===== config.mk =====
export PLATFORM = sky130hd
export DESIGN_NAME = rank_pwr_fsm
export DESIGN_NICKNAME = d
export VERILOG_FILES = /design/src/rtl/rank_pwr_pkg.sv /design/src/rtl/rank_idle_ctr.sv /design/src/rtl/rank_wake_ctr.sv /design/src/rtl/rank_pwr_fsm.sv
export SDC_FILE = /design/constraint.sdc
export NUM_CORES = 1
export LEC_CHECK = 0
export BUFFER_PORTS_ARGS = -buffer_cell sky130_fd_sc_hd__buf_4
export CAP_MARGIN = 20
export CORE_UTILIZATION = 25
export CTS_CLUSTER_DIAMETER = 50
export CTS_CLUSTER_SIZE = 8
export DETAILED_ROUTE_END_ITERATION = 8
export PLACE_DENSITY = 0.41
export RECOVER_POWER = 50
export SETUP_SLACK_MARGIN = 0.02
export SLEW_MARGIN = 20
export SYNTH_ARGS = -nofsm -noshare
export SYNTH_HDL_FRONTEND = slang
export SYNTH_SLANG_ARGS = --single-unit

===== constraint.sdc =====
create_clock -name clk -period 2.3 [get_ports clk]
set_input_delay 0.345 -clock clk [delete_from_list [all_inputs] [get_ports clk]]
set_output_delay 0.345 -clock clk [all_outputs]
set_load 0.01 [all_outputs]

===== src/rtl/rank_pwr_pkg.sv =====
package rank_pwr_pkg;

  typedef enum logic [1:0] {
    PS_STBY = 2'd0,
    PS_ACT  = 2'd1,
    PS_PDN  = 2'd2,
    PS_SREF = 2'd3
  } pstate_e;

  // States in which the rank can take an access without an exit delay
  function automatic logic can_serve(pstate_e s);
    return (s == PS_STBY) || (s == PS_ACT);
  endfunction

  // States in which idle time accumulates
  function automatic logic idles_in(pstate_e s);
    return (s == PS_STBY) || (s == PS_PDN);
  endfunction

endpackage


===== src/rtl/rank_idle_ctr.sv =====
module rank_idle_ctr #(
  parameter int CW = 16
) (
  input  logic          clk,
  input  logic          rst_n,
  input  logic          run,
  input  logic          clr,
  output logic [CW-1:0] cnt
);

  localparam logic [CW-1:0] CMAX = '1;

  always_ff @(posedge clk or negedge rst_n) begin
    if (!rst_n)                  cnt <= '0;
    else if (clr)                cnt <= '0;
    else if (run && cnt != CMAX) cnt <= cnt + 1'b1;
  end

endmodule


===== src/rtl/rank_wake_ctr.sv =====
module rank_wake_ctr #(
  parameter int WW = 8
) (
  input  logic          clk,
  input  logic          rst_n,
  input  logic          start,
  input  logic [WW-1:0] len,   // exit latency minus one
  output logic          busy,
  output logic          done
);

  logic [WW-1:0] cnt;

  assign done = busy && (cnt == WW'(1));

  always_ff @(posedge clk or negedge rst_n) begin
    if (!rst_n) begin
      busy <= 1'b0;
      cnt  <= '0;
    end else if (start) begin
      busy <= 1'b1;
      cnt  <= len;
    end else if (busy) begin
      cnt <= cnt - 1'b1;
      if (done) busy <= 1'b0;
    end
  end

endmodule


===== src/rtl/rank_pwr_fsm.sv =====
module rank_pwr_fsm
  import rank_pwr_pkg::*;
#(
  parameter int CW     = 16,
  parameter int LAT_PD = 2,    // power-down exit, cycles (>= 2)
  parameter int LAT_SR = 125   // self-refresh exit, cycles (>= 2)
) (
  input  logic          clk,
  input  logic          rst_n,
  input  logic          req_valid,
  output logic          req_ready,
  input  logic          acc_done,
  input  logic [CW-1:0] thr_pd,
  input  logic [CW-1:0] thr_sr,
  input  logic          force_sr,
  input  logic          release_sr,
  output logic [1:0]    pstate,
  output logic          chg_stb,
  output logic [1:0]    chg_state
);

  localparam int LAT_MAX = (LAT_SR > LAT_PD) ? LAT_SR : LAT_PD;
  localparam int WW      = $clog2(LAT_MAX + 1);

  function automatic logic past_thr(input logic [CW-1:0] c, input logic [CW-1:0] t);
    return c >= t;
  endfunction

  function automatic logic [WW-1:0] wake_len(input pstate_e s);
    return (s == PS_SREF) ? WW'(LAT_SR - 1) : WW'(LAT_PD - 1);
  endfunction

  pstate_e       st_q, st_d, chg_st_q;
  logic          forced_q, chg_q;
  logic [CW-1:0] idle_cnt;

  // Named internal events
  logic accept, wake_go, wk_busy, wk_done, force_go, idle_run, pd_due, sr_due;

  assign req_ready = can_serve(st_q);
  assign accept    = req_valid && req_ready;
  assign wake_go   = !wk_busy &&
                     ((st_q == PS_PDN  && req_valid) ||
                      (st_q == PS_SREF && (req_valid || (forced_q && release_sr))));
  assign force_go  = force_sr && !req_valid && !wk_busy && idles_in(st_q);
  assign idle_run  = idles_in(st_q) && !wk_busy;
  assign pd_due    = past_thr(idle_cnt, thr_pd);
  assign sr_due    = past_thr(idle_cnt, thr_sr);

  rank_idle_ctr #(.CW(CW)) u_idle (
    .clk   (clk),
    .rst_n (rst_n),
    .run   (idle_run),
    .clr   (!idle_run),
    .cnt   (idle_cnt)
  );

  rank_wake_ctr #(.WW(WW)) u_wake (
    .clk   (clk),
    .rst_n (rst_n),
    .start (wake_go),
    .len   (wake_len(st_q)),
    .busy  (wk_busy),
    .done  (wk_done)
  );

  always_comb begin
    st_d = st_q;
    case (st_q)
      PS_STBY: begin
        if (accept)        st_d = PS_ACT;
        else if (force_go) st_d = PS_SREF;
        else if (pd_due)   st_d = PS_PDN;
      end
      PS_ACT: begin
        if (!accept && acc_done) st_d = PS_STBY;
      end
      PS_PDN: begin
        if (wk_done)                              st_d = PS_STBY;
        else if (force_go)                        st_d = PS_SREF;
        else if (!wk_busy && !req_valid && sr_due) st_d = PS_SREF;
      end
      PS_SREF: begin
        if (wk_done) st_d = PS_STBY;
      end
      default: st_d = PS_STBY;
    endcase
  end

  always_ff @(posedge clk or negedge rst_n) begin
    if (!rst_n) begin
      st_q     <= PS_STBY;
      forced_q <= 1'b0;
      chg_q    <= 1'b0;
      chg_st_q <= PS_STBY;
    end else begin
      st_q     <= st_d;
      chg_q    <= (st_d != st_q);
      chg_st_q <= st_d;
      if (wake_go)       forced_q <= 1'b0;
      else if (force_go) forced_q <= 1'b1;
    end
  end

  assign pstate    = st_q;
  assign chg_stb   = chg_q;
  assign chg_state = chg_st_q;

endmodule


==> key figures <==
Outcome
  – Status: finished, violations left
  – Failing checks: DRC

Timing
  – Hold WS: 0.336 ns
  – Setup Skew: 0.00716 ns
  – RSZ-0062 raised after global routing: false
  – Slew of the pin with the lowest slew margin: 0.762 ns
  – Final setup fails: 0
  – Final worst-path cycle share: 93.0%
  – Final setup TNS: 0 ns
  – Slew Viols, Final: 0
  – Period minus WS final: 2.14 ns
  – FMAX: 467 MHz
  – Max transition margin: 49.2%
  – Setup ws final: 0.160 ns
  – Final hold vios: 0

Power
  – Sequential Power Share: 44.7%
  – Psw: 565 µW
  – Sw Share: 35.6%
  – Leak Pwr: 1.49 nW
  – Clock power share: 20.2%
  – Pwr dens: 549 nW/µm²
  – Power, Total: 1.59 mW
  – Power Internal: 1.02 mW
  – Gate power share: 35.1%
  – Worst IR Drop VDD: 0.299 mV

Clocking
  – CTS Buffer Depth: 2
  – CTS tree: done
  – Clk Tree Root Cell: clkbuf_8
  – Clock transition at path regs: 0.11 ns
  – Worst-Skew Late Latency: 0.28 ns
  – Clock buffer count from CTS: 3
  – Num Clock Sinks: 28
  – H-tree levels: 1

Route
  – Routed Antenna Nets: 0
  – Metal1 wirelength: 2930 µm
  – Highest metal used: met4
  – Vias per cell: 4.64
  – Number of remaining DRC errors: 6
  – Total iterations of the first detailed-routing run: 6
  – DR iter-0 viols: 79
  – Total wire length: 5730 µm
  – Routed wl met2: 2550 µm
  – Vias after detailed routing: 2014
  – Met3 wire len: 221 µm
  – Wire per inst: 13.2 µm

Synthesis
  – Top FF cell, synth: dfrtp_1
  – Syn Area/Cell: 8.54 µm²
  – Synth cell types: 50
  – Syn Nets: 342
  – Number of synthesized flops with an enable pin: 0
  – Sequential area share after synthesis: 30.5%
  – Post-synth ARST share: 100%
  – Yosys warnings: 0
  – Cell Area, Synth: 2300 µm²
  – Cells after Synth: 269
  – Flops & latches, synth: 28

Die
  – Num ports: 44
  – Standard-cell rows: 34
  – Starting Density: 26.1%
  – Core Region: 8810 µm²
  – Die X: 97.9 µm
  – Die Footprint: 9580 µm²
  – Die Span Y: 97.9 µm

Finish
  – Ratio of cells with drive above 1 in the final layout: 21.8%
  – Area delta synth->final: 25.5%
  – N_diodes: 0
  – Nets: 400

Setup path
  – Critical Path Start Type: flop
  – Kind of critical path: reg -> reg
  – Max FO, Critical Path: 2
  – CP arrival: 2.30 ns
  – CP Capture Type: flop
  – Critical Path RT: 2.46 ns

GRT
  – GRT Total Usage: 12.6%
  – Largest net degree at the start of global routing: 29
  – Vias in the first global route: 1976
  – Initial antenna violation count: 0
  – First-pass GRT wire length: 9810 µm
  – Grt ovf: 0

Flow run
  – Max Cap Violations: 0

Placement
  – GPL Wtd Cong: 0.756
  – DP Wirelength: 4490 µm
  – Buffers added on ports: 43
  – Pre-CTS setup slack: -0.0701 ns

Min path
  – Hold/Removal Path Class: in -> reg
-- timing repair --
action | in CTS | in global routing
endpoints found under the setup margin | 1 | 2
hold endpoints to repair | 28 | 0
buffers inserted | 0 | 0
resized for setup | 1 | 2
pin swaps | 0 | 1
hold buffers | 1 | 0
-- synthesized netlist by cell type, drive strengths merged, types with 2 or more instances --
master / number / area (µm²)
nor2b: 2 / 12.5
o21a: 2 / 15.0
or3: 2 / 17.5
mux2i: 3 / 30.0
nor3: 5 / 25.0
nand2: 21 / 81.3
nand4: 6 / 43.8
a2111oi: 3 / 27.5
a21o: 2 / 15.0
and3: 5 / 33.8
a21oi: 20 / 100
buf: 5 / 45.0
or4: 2 / 15.0
nor4: 2 / 42.5
xor2: 6 / 52.6
dfrtp: 28 / 701
and4: 2 / 17.5
xnor2: 6 / 52.6
ha: 35 / 438
o21ai: 9 / 45.0
nand3: 13 / 65.1
o211ai: 3 / 22.5
nand2b: 2 / 12.5
o311ai: 2 / 17.5
inv: 40 / 150
nor2: 27 / 101
clkbuf: 2 / 7.51
-- sequential cells by signal, indices dropped and copies added, names as in the netlist --
name / cells
u_wake.busy: 1
chg_state: 2
u_idle.cnt: 16
forced_q: 1
u_wake.cnt: 7
chg_stb: 1
-- path summary, 6_finish.rpt --
kind,startpoint,to,slack (ns),depth (start not counted)
setup / recovery,u_idle.cnt[13],chg_stb,0.16,7
hold / removal,force_sr,forced_q,0.34,3
setup reg to reg,u_idle.cnt[13],chg_stb,0.16,7
hold reg to reg,forced_q,forced_q,0.52,2
max in group asynchronous,rst_n,u_idle.cnt[3],1.16,2
min in group asynchronous,rst_n,chg_state[1],0.65,2
-- layer usage --
layer	vias to the layer above	track usage (%)
met1	915	17.7
met3	2	1.43
met5	-	0
met4	0	2.80
li1	1052	-
met2	45	20.7
-- through the flow --
step / util (%) / instances / cell area [µm²]
after detailed placement: 32.1 / 429 / 2820
after global placement: 32.1 / 429 / 2820
after global routing: 32.8 / 434 / 2890
after CTS: 32.8 / 434 / 2890
final: 32.8 / 434 / 2890
after floorplan: - / 269 / 2300
-- cell type report --
cell class	count	area [µm²]
Fill cell	953	5920
Multi-Input combinational cell	194	1410
Sequential cell	28	701
Timing Repair Buffer	60	439
Inverter	40	150
Tap cell	108	135
Clock buffer	4	55.1
-- power groups by stage --
| stage | logic [mW] | registers [mW] | clock network, mW |
|---|---|---|---|
| after floorplan | 0.418 | 0.680 | 0 |
| after global placement | 0.566 | 0.720 | 0 |
| after detailed placement | 0.573 | 0.720 | 0 |
| after CTS | 0.578 | 0.711 | 0.340 |
| after global routing | 0.631 | 0.728 | 0.358 |
| final | 0.556 | 0.709 | 0.320 |
-- layout by cell type, fill, tap and decap left out, types with 4 or more instances in the layout --
master / count
buf_4: 55
inv_1: 39
ha_1: 35
dfrtp_1: 28
nor2_1: 27
nand2_1: 20
a21oi_1: 20
nand3_1: 13
o21ai_0: 6
xor2_1: 6
xnor2_1: 6
nand4_1: 5
nor3_1: 5
clkbuf_8: 4
-- critical path, cell delays in order (launching register included) --
cell and delay [ns]:
dfrtp_1 0.42, ha_1 0.30, nand4_1 0.11, or4_1 0.52, o32ai_1 0.24, a211o_1 0.22
a21boi_2 0.09, mux2i_1 0.12
-- cell families after synthesis --
logic type / Yosys count / share of synthesized area [%]
simple gates: 94 / 22.0
compound gates: 50 / 13.7
buf+inv: 47 / 8.82
fa+ha+maj: 35 / 19.1
flops: 28 / 30.5
xor+xnor: 12 / 4.57
mux: 3 / 1.31
No activity file was read; power rests on OpenSTA's default activity.
